===== config.mk =====
export PLATFORM = sky130hd
export DESIGN_NAME = i2c_regbank_slave
export DESIGN_NICKNAME = d
export VERILOG_FILES = /design/src/rtl/i2c_rb_pkg.sv /design/src/rtl/i2c_rb_sync.sv /design/src/rtl/i2c_rb_cond.sv /design/src/rtl/i2c_rb_regs.sv /design/src/rtl/i2c_regbank_slave.sv
export SDC_FILE = /design/constraint.sdc
export NUM_CORES = 1
export LEC_CHECK = 0
export ABC_AREA = 1
export CAP_MARGIN = 40
export CELL_PAD_IN_SITES_DETAIL_PLACEMENT = 0
export CELL_PAD_IN_SITES_GLOBAL_PLACEMENT = 1
export CORE_MARGIN = 2
export CORE_UTILIZATION = 30
export DETAILED_ROUTE_END_ITERATION = 16
export MAX_ROUTING_LAYER = met4
export PLACE_DENSITY_LB_ADDON = 0.1
export RECOVER_POWER = 25
export SLEW_MARGIN = 20
export SYNTH_ARGS = -nofsm -noshare
export SYNTH_HDL_FRONTEND = slang
export SYNTH_SLANG_ARGS = --single-unit

===== constraint.sdc =====
create_clock -name clk -period 3.75 [get_ports clk]
set_clock_uncertainty 0.2 [all_clocks]
set_input_delay 1.125 -clock clk [delete_from_list [all_inputs] [get_ports clk]]
set_output_delay 1.125 -clock clk [all_outputs]
set_load 0.01 [all_outputs]

===== src/rtl/i2c_rb_pkg.sv =====
package i2c_rb_pkg;
    localparam logic [6:0] DEV_ADDR_BASE = 7'b0010000;

    typedef enum logic [2:0] {
        ST_IDLE,
        ST_ADDR,
        ST_PTR,
        ST_WDATA,
        ST_RDATA,
        ST_IGN
    } bus_st_e;
endpackage


===== src/rtl/i2c_rb_sync.sv =====
module i2c_rb_sync #(
    parameter int STAGES = 2,
    parameter int W      = 2
) (
    input  logic         clk,
    input  logic         rst_n,
    input  logic [W-1:0] din,
    output logic [W-1:0] dout
);
    logic [W-1:0] stg_q [STAGES];

    always_ff @(posedge clk or negedge rst_n) begin
        if (!rst_n) stg_q[0] <= '1;
        else        stg_q[0] <= din;
    end

    for (genvar i = 1; i < STAGES; i++) begin : g_stage
        always_ff @(posedge clk or negedge rst_n) begin
            if (!rst_n) stg_q[i] <= '1;
            else        stg_q[i] <= stg_q[i-1];
        end
    end

    assign dout = stg_q[STAGES-1];
endmodule


===== src/rtl/i2c_rb_cond.sv =====
module i2c_rb_cond (
    input  logic clk,
    input  logic rst_n,
    input  logic scl_s,
    input  logic sda_s,
    output logic scl_rise,
    output logic scl_fall,
    output logic start_det,
    output logic stop_det
);
    logic scl_p_q, sda_p_q;

    always_ff @(posedge clk or negedge rst_n) begin
        if (!rst_n) begin
            scl_p_q <= 1'b1;
            sda_p_q <= 1'b1;
        end else begin
            scl_p_q <= scl_s;
            sda_p_q <= sda_s;
        end
    end

    always_comb begin
        scl_rise  = scl_s & ~scl_p_q;
        scl_fall  = ~scl_s & scl_p_q;
        start_det = scl_s & scl_p_q & sda_p_q & ~sda_s;
        stop_det  = scl_s & scl_p_q & ~sda_p_q & sda_s;
    end
endmodule


===== src/rtl/i2c_rb_regs.sv =====
module i2c_rb_regs #(
    parameter int AW = 4,
    parameter int DW = 8
) (
    input  logic          clk,
    input  logic          rst_n,
    input  logic          a_we,
    input  logic [AW-1:0] a_addr,
    input  logic [DW-1:0] a_wdata,
    output logic [DW-1:0] a_rdata,
    input  logic          b_we,
    input  logic [AW-1:0] b_addr,
    input  logic [DW-1:0] b_wdata,
    output logic [DW-1:0] b_rdata
);
    localparam int DEPTH = 1 << AW;

    logic [DW-1:0] mem_q [DEPTH];
    logic [DW-1:0] mem_d [DEPTH];

    always_comb begin
        mem_d = mem_q;
        if (b_we) mem_d[b_addr] = b_wdata;
        if (a_we) mem_d[a_addr] = a_wdata;   // bus side wins a same-cycle clash
    end

    always_ff @(posedge clk or negedge rst_n) begin
        if (!rst_n) begin
            for (int i = 0; i < DEPTH; i++) mem_q[i] <= '0;
        end else begin
            mem_q <= mem_d;
        end
    end

    assign a_rdata = mem_q[a_addr];
    assign b_rdata = mem_q[b_addr];
endmodule


===== src/rtl/i2c_regbank_slave.sv =====
module i2c_regbank_slave #(
    parameter int REG_AW      = 4,
    parameter int SYNC_STAGES = 2
) (
    input  logic              clk,
    input  logic              rst_n,
    input  logic              addr_sel,
    input  logic              scl_i,
    input  logic              sda_i,
    output logic              sda_oe,
    input  logic              host_we,
    input  logic [REG_AW-1:0] host_addr,
    input  logic [7:0]        host_wdata,
    output logic [7:0]        host_rdata
);
    import i2c_rb_pkg::*;

    localparam logic [3:0] BITS_PER_BYTE = 4'd8;

    typedef struct packed {
        bus_st_e           st;
        logic              ack_ph;
        logic [3:0]        cnt;
        logic [7:0]        sh;
        logic [7:0]        tx;
        logic [REG_AW-1:0] ptr;
        logic              oe;
        logic              start_hi;
        logic              rw;
        logic              mack;
    } ctx_t;

    ctx_t        d, q;
    logic        scl_s, sda_s;
    logic        scl_rise, scl_fall, start_det, stop_det;
    logic        bus_we;
    logic [7:0]  rd_byte;
    logic [6:0]  my_addr;

    i2c_rb_sync #(.STAGES(SYNC_STAGES), .W(2)) u_sync (
        .clk  (clk),
        .rst_n(rst_n),
        .din  ({scl_i, sda_i}),
        .dout ({scl_s, sda_s})
    );

    i2c_rb_cond u_cond (
        .clk      (clk),
        .rst_n    (rst_n),
        .scl_s    (scl_s),
        .sda_s    (sda_s),
        .scl_rise (scl_rise),
        .scl_fall (scl_fall),
        .start_det(start_det),
        .stop_det (stop_det)
    );

    i2c_rb_regs #(.AW(REG_AW), .DW(8)) u_regs (
        .clk    (clk),
        .rst_n  (rst_n),
        .a_we   (bus_we),
        .a_addr (q.ptr),
        .a_wdata(q.sh),
        .a_rdata(rd_byte),
        .b_we   (host_we),
        .b_addr (host_addr),
        .b_wdata(host_wdata),
        .b_rdata(host_rdata)
    );

    assign my_addr = DEV_ADDR_BASE | {6'd0, addr_sel};

    always_comb begin
        d      = q;
        bus_we = 1'b0;
        if (start_det) begin
            d.st       = ST_ADDR;
            d.ack_ph   = 1'b0;
            d.cnt      = '0;
            d.oe       = 1'b0;
            d.start_hi = 1'b1;
        end else if (stop_det && !q.start_hi) begin
            d.st     = ST_IDLE;
            d.ack_ph = 1'b0;
            d.cnt    = '0;
            d.oe     = 1'b0;
        end else if (q.st != ST_IDLE && q.st != ST_IGN) begin
            if (scl_fall) d.start_hi = 1'b0;
            if (!q.ack_ph) begin
                if (scl_rise) begin
                    d.sh  = {q.sh[6:0], sda_s};
                    d.cnt = q.cnt + 4'd1;
                end
                if (scl_fall && q.cnt == BITS_PER_BYTE) begin
                    d.ack_ph = 1'b1;
                    d.cnt    = '0;
                    case (q.st)
                        ST_ADDR: begin
                            if (q.sh[7:1] == my_addr) begin
                                d.oe = 1'b1;
                                d.rw = q.sh[0];
                            end else begin
                                d.st = ST_IGN;
                                d.oe = 1'b0;
                            end
                        end
                        ST_PTR: begin
                            d.ptr = q.sh[REG_AW-1:0];
                            d.oe  = 1'b1;
                        end
                        ST_WDATA: begin
                            bus_we = 1'b1;
                            d.ptr  = q.ptr + REG_AW'(1);
                            d.oe   = 1'b1;
                        end
                        ST_RDATA: begin
                            d.ptr = q.ptr + REG_AW'(1);
                            d.oe  = 1'b0;
                        end
                        default: d.oe = 1'b0;
                    endcase
                end else if (scl_fall && q.st == ST_RDATA && q.cnt != '0) begin
                    d.tx = {q.tx[6:0], 1'b0};
                    d.oe = ~q.tx[6];
                end
            end else begin
                if (scl_rise) d.mack = ~sda_s;
                if (scl_fall) begin
                    d.ack_ph = 1'b0;
                    d.cnt    = '0;
                    d.oe     = 1'b0;
                    case (q.st)
                        ST_ADDR: begin
                            if (q.rw) begin
                                d.st = ST_RDATA;
                                d.tx = rd_byte;
                                d.oe = ~rd_byte[7];
                            end else begin
                                d.st = ST_PTR;
                            end
                        end
                        ST_PTR:   d.st = ST_WDATA;
                        ST_WDATA: d.st = ST_WDATA;
                        ST_RDATA: begin
                            if (q.mack) begin
                                d.tx = rd_byte;
                                d.oe = ~rd_byte[7];
                            end else begin
                                d.st = ST_IGN;
                            end
                        end
                        default: d.st = ST_IDLE;
                    endcase
                end
            end
        end
    end

    always_ff @(posedge clk or negedge rst_n) begin
        if (!rst_n) begin
            q          <= '0;
            q.st       <= ST_IDLE;
        end else begin
            q <= d;
        end
    end

    assign sda_oe = q.oe;

    // an unmatched address leaves the line untouched
    p_silent_when_ignored_r2: assert property (@(posedge clk) disable iff (!rst_n)
        (q.st == ST_IGN) |-> !sda_oe);

    // every stored byte advances the pointer by one
    p_ptr_step_r4: assert property (@(posedge clk) disable iff (!rst_n)
        bus_we |=> (q.ptr == $past(q.ptr) + REG_AW'(1)));

    // an accepted stop lands in idle with the line released
    p_stop_to_idle_r7: assert property (@(posedge clk) disable iff (!rst_n)
        (stop_det && !q.start_hi && !start_det) |=> (q.st == ST_IDLE && !sda_oe));

    // the pull-low enable holds through each SCL high phase
    p_oe_stable_scl_high_r9: assert property (@(posedge clk) disable iff (!rst_n)
        (scl_s && $past(scl_s) && !start_det && !stop_det) |-> $stable(sda_oe));

    // the bit counter never passes one byte
    p_bitcnt_range_r3: assert property (@(posedge clk) disable iff (!rst_n)
        q.cnt <= BITS_PER_BYTE);
endmodule


### Word level (Yosys, flattened, before mapping)

Index checks and enable logic that the tools add are counted.

* register bits: 166
* bits in latches: 0
* RAM bits: 0
* ROM bits: 0
* logic and storage cells: 162
* memories kept: 0

* add/sub/neg operators: 2
* multipliers: 0
* div/mod/pow operators: 0
* order comparisons: 4
* eq/ne operators: 16
* shift-type cells: 0
* multiplexer cells: 62
* bitwise gates (word level): 18
* reduce and logical (&&, ||, !) cells: 30

Operators by type and width (count)
* $bwmux W128: 2
* $mux W128: 2
* $mux W8: 18
* $bmux W8 S4: 2
* $demux W8 S4: 2
* $mux W32: 1
* $mux W1: 21
* $pmux W8 S2: 1
* $mux W3: 5
* $mux W12: 1
* $reduce_and A6 Y1: 2
* $reduce_bool A4 Y1: 3
* $ge A5 B5 Y1 const B: 2
* $lt A5 B1 Y1 const B: 2
* $not A4 Y5: 2
* $reduce_and A5 Y1: 2
* $reduce_bool A5 Y1: 2
* $ne A3 B3 Y1 const B: 3
* $not A1 Y1: 9
* $pmux W3 S3: 1
* $reduce_and A3 Y1: 3
* $reduce_and A9 Y1: 1
* $add A4 B1 Y4 const B: 2
* $mux W4: 2
* other kinds (21): 41

### Longest topological paths before layout

* depth in word-level cells: 12
* gate-level depth with buffers: 12
* mapped depth without buffers: 11

### Modules after synthesis

Synthesis repeated with hierarchy kept, for this count alone.

* cell total of the unflattened synthesis: 1917
* area, all modules: 11674.9 sq um

Modules (own cells, without submodules)
* i2c_rb_regs: instances 1, cells an instance 1614, area each 9495.4 sq um
* i2c_regbank_slave: instances 1, cells an instance 284, area each 1965.6 sq um
* i2c_rb_sync: instances 1, cells an instance 6, area each 120.1 sq um
* i2c_rb_cond: instances 1, cells an instance 13, area each 93.8 sq um

### Least setup slack after synthesis

OpenSTA, ideal clock, no wires.

* path kind: in2out
* start point: input host_addr[0]
* end point: output host_rdata[5]
* data arrival time: 2.286 ns
* data required time: 2.425 ns
* setup slack: 0.139 ns
* stages: 8
* cells stage by stage: buf_2 > inv_1 > buf_2 > nand2_1 > clkbuf_1 > o221ai_1 > nand2_1 > nand4_1

* longest elaborated chain between the ends: 4

RTL lines
* start: declaration: RTL line i2c_regbank_slave.sv:12 `input logic [REG_AW-1:0] host_addr,`
* $not A4 Y5 (not written as such): RTL line i2c_rb_regs.sv:36 `assign b_rdata = mem_q[b_addr];`
* $bmux W8 S4: RTL line i2c_rb_regs.sv:36
* $mux W8 (not written as such) (2 in series): RTL line i2c_rb_regs.sv:36
* end: declaration: RTL line i2c_regbank_slave.sv:14 `output logic [7:0] host_rdata`

Every way passes these cells. The select of a mux whose other input is x is not followed.

### Worst setup path in the final report

* start point: input host_addr[1]
* end point: output host_rdata[4]

Same word-level chain as after synthesis.

==> run summary <==
Counting along the longest clock path gives a buffer depth of 2. The cell sitting at the root of the clock tree is a sky130_fd_sc_hd__clkbuf_16. The tools report the startpoint of the most critical hold path as u_sync.stg_q[2]. The final critical-path setup slack came out at 25.3 ps. The count of buffers inserted at the top-level ports came out at 26. STA classifies the critical path startpoint as a primary input.

Vias per cell: 5.28. The type of element capturing the critical path is an output pin. The number of antenna diodes in the final layout is 0. The tree built by TritonCTS fans out to 165 sinks. The worst register-to-register path has a depth of 9. The distinct cell type count of the synthesized netlist was 36. The area growth from synthesis to layout was 17.9%; the final critical path time including I/O delays and setup was 3720 ps. Before antenna repair, the detailed router went through 6 iterations.

In this run the static leakage power is 0.00554 uW. After global routing the overflow that remains totals 0. Dividing the final minimum period by the clock period gives 99.3%. The run gives 0.360 mV as the peak supply drop.

Data on the critical path arrives at its endpoint at 2400 ps. The congestion estimate from routability-driven global placement came to 0.944. The run gives 32900 um as the sum of net half-perimeters after detailed placement. Once the floorplan was initialized, standard cells occupied 30.3% of the core.

Setup violations remaining at the end of the flow were counted as 0. The number of synthesized flops with an enable pin is 0, and the total die area is 0.0362 sq mm. The number of standard cells after synthesis is 1515. For the worst setup path, the data required time is 2420 ps. The per-instance average area after synthesis is 6.86 sq um, and the utilization after layout is 35.7%. After detailed routing, the average wire length per cell comes to 23.5 um. The most critical setup path has its startpoint at host_addr[1]. The worst hold path class is reg -> reg. The synthesized netlist occupies a cell area of 0.0104 sq mm. Summed over all instances, the cell type with the most area after synthesis is sky130_fd_sc_hd__dfrtp_1. The tools report the net count after synthesis as 1539.

In the layout the commonest cells are 451 x sky130_fd_sc_hd__nand2_1, 200 x sky130_fd_sc_hd__o21ai_0, 158 x sky130_fd_sc_hd__dfrtp_1. Measured against its own limit, the worst slew margin works out to -5.87%. The number of placed instances, taps included, is 1973. The via total after detailed routing was 10651.

The logs give 27 for the total I/O pin count and 164 ps for the hold slack. The net count of the finished layout is 1575. The run finished, with violations left. The tools report the placement row count as 68. In this run the power density over the cells is 556 mW/mm^2. Summing the sequential cell areas from Yosys gives 39.8% of the chip area. Entering global routing, the biggest net connects 60 pins. The tools report the number of antenna violations at the first check in global routing as 0.

The measured slew at the worst slew-check pin works out to 1590 ps. The logs give 9894 for the via count of the first global-routing pass and 27.5% for the overall fraction of global-route tracks in use. In this run the critical register-to-register path is launched from q[24]. The logs give 0 for the final hold violation count and 52 for the final-report max-slew violation count.

Static timing analysis puts the maximum clock frequency at 0.268 GHz. Of all nets on the critical path, the largest fanout is 6. The final wirelength was 47400 um; the CTS clock-pin slew for the worst setup and hold paths was 70 ps. Setup slack on the worst reg-to-reg path comes out at 910 ps. For the worst-skew pair, the clock arrives at the later sink with an insertion delay of 460 ps. Post-cts hold buffer count: 0. The checks that failed: max-capacitance violations, max-slew violations.

Primary flip-flop cell chosen by synthesis mapping: sky130_fd_sc_hd__dfrtp_1. The initial detailed-routing violation count is 1020, and the number of clock buffers inserted by TritonCTS is 17. After the flow finishes, the layout carries non-filler instances totaling 2019.

The top cell type's share of synthesized area was 38.3%. The floorplan step set the die height to 190 um. The global-route wire length before repair is 69800 um. The leading cell type in the layout, fill and taps excluded was sky130_fd_sc_hd__nand2_1. The tools report the remaining antenna violation count after routing as 0. Horizontal extent of the die: 190 um. The logs give 1 for the max-cap violation count and 0 for the number of warning messages in the yosys log.

The H-tree was split into 4 levels. Share of layout cells above drive strength 1: 12.5%. In this run the standard cell core region covers 0.0343 sq mm. Ranked by total cell area, the synthesized netlist is headed by sky130_fd_sc_hd__dfrtp_1 38%, sky130_fd_sc_hd__nand2_1 16%, sky130_fd_sc_hd__o21ai_0 9.6%, sky130_fd_sc_hd__nand3_1 4.8%, sky130_fd_sc_hd__inv_1 4.3%.

Of all flip-flops after synthesis, the portion carrying an async set or reset was 100%. Worst slack after detailed placement: -786 ps. The class of the most critical setup path is in -> out. TritonCTS built the clock tree. After synthesis the netlist holds a flip-flop and latch count of 165.

After detailed routing, the number of remaining DRC violations is 0. The worst hold path was traced through 0 stages.
-- worst paths after layout --
| path | to |
|---|---|
| min in group asynchronous | u_regs.mem_q[34] |
| max in group asynchronous | q[4] |
| min reg2reg | u_sync.dout[0] |
| max | host_rdata[4] |
| min | u_sync.dout[0] |
| max reg2reg | u_regs.mem_q[54] |
-- critical path: stages --
cell and delay [ps]:
sky130_fd_sc_hd__buf_2 90, sky130_fd_sc_hd__buf_6 130, sky130_fd_sc_hd__nor2_4 70, sky130_fd_sc_hd__buf_4 130, sky130_fd_sc_hd__buf_6 120, sky130_fd_sc_hd__a22oi_1 170
sky130_fd_sc_hd__nand3_1 150, sky130_fd_sc_hd__nand2_1 100, sky130_fd_sc_hd__nand4_1 130, sky130_fd_sc_hd__buf_2 170
-- where the power goes --
| group | switching [uW] | total [uW] | internal [uW] | leakage [uW] |
|---|---|---|---|---|
| Clock | 809 | 1890 | 1080 | 0.000298 |
| Sequential | 485 | 2680 | 2190 | 0.00199 |
| Combinational | 1540 | 2240 | 705 | 0.00325 |
| Total | 2830 | 6810 | 3980 | 0.00554 |
-- registers in the layout, summed over array words and instances (netlist names) --
| register | count |
|---|---|
| u_regs.mem_q | 128 |
| u_cond.scl_p_q | 1 |
| q | 30 |
| u_sync.dout | 2 |
| u_sync.stg_q | 2 |
| sda_oe | 1 |
| u_cond.sda_p_q | 1 |
-- cell usage after synthesis (6+ instances only) --
library cell,n
sky130_fd_sc_hd__nand3_1,99
sky130_fd_sc_hd__dfrtp_1,159
sky130_fd_sc_hd__inv_1,119
sky130_fd_sc_hd__o221ai_1,16
sky130_fd_sc_hd__nand2_1,453
sky130_fd_sc_hd__o21ai_1,8
sky130_fd_sc_hd__a31oi_1,16
sky130_fd_sc_hd__mux2i_1,6
sky130_fd_sc_hd__nor2_2,17
sky130_fd_sc_hd__o211ai_1,44
sky130_fd_sc_hd__clkbuf_1,83
sky130_fd_sc_hd__o22ai_1,6
sky130_fd_sc_hd__nor2_1,112
sky130_fd_sc_hd__a21oi_1,72
sky130_fd_sc_hd__or2_2,7
sky130_fd_sc_hd__buf_2,13
sky130_fd_sc_hd__dfstp_2,6
sky130_fd_sc_hd__o21ai_0,200
sky130_fd_sc_hd__a22oi_1,32
sky130_fd_sc_hd__ha_1,6
sky130_fd_sc_hd__nand4_1,13
-- cells by family (layout without fill, tap and decap cells) --
| logic type | count (synthesis) | count (layout) | share of synthesized area (%) |
|---|---|---|---|
| muxes | 6 | 6 | 0.578 |
| adders and majority gates | 6 | 6 | 0.722 |
| xor gates and xnor gates | 3 | 3 | 0.253 |
| DFF | 165 | 165 | 39.8 |
| AOI/OAI and AO/OA | 398 | 398 | 22.0 |
| buffers and inverters | 227 | 276 | 8.46 |
| and+or+nand+nor | 710 | 710 | 28.2 |
-- per-layer routing --
layer	vias up	track usage, %	routed length (um)
li1	5102	-	-
met1	5142	38.0	22400
met2	350	41.8	21300
met3	57	4.24	2530
met4	0	7.75	1190
met5	-	-	0
-- area by class of cell --
class	count	area (sq um)
fillers	3699	22000
multi-input cells	1123	5480
flip-flops and latches	165	4140
repair buffers	118	963
well taps	455	569
inverters	125	482
clock buffers	19	453
clock inverters	13	156
repair inverters	1	5.00
-- what timing repair did --
| action | in CTS | in global routing |
|---|---|---|
| setup buffers | 10 | 1 |
| gates cloned | 5 | 1 |
| setup endpoints to repair | 8 | 6 |
| pin swaps | 10 | 10 |
| resized for setup | 77 | 10 |
-- stage by stage --
stage | cell area (sq um) | TNS [ps] | total power, uW
6_report | 12300 | 0 | 6810
5_1_grt | 12300 | -0.157 | 7180
3_3_place_gp | 11400 | -5730 | 4900
3_5_place_dp | 11400 | -6070 | 4880
4_1_cts | 12300 | -28.7 | 6810
2_1_floorplan | 10400 | 0 | 3790
No activity file was read; power rests on OpenSTA's default activity.
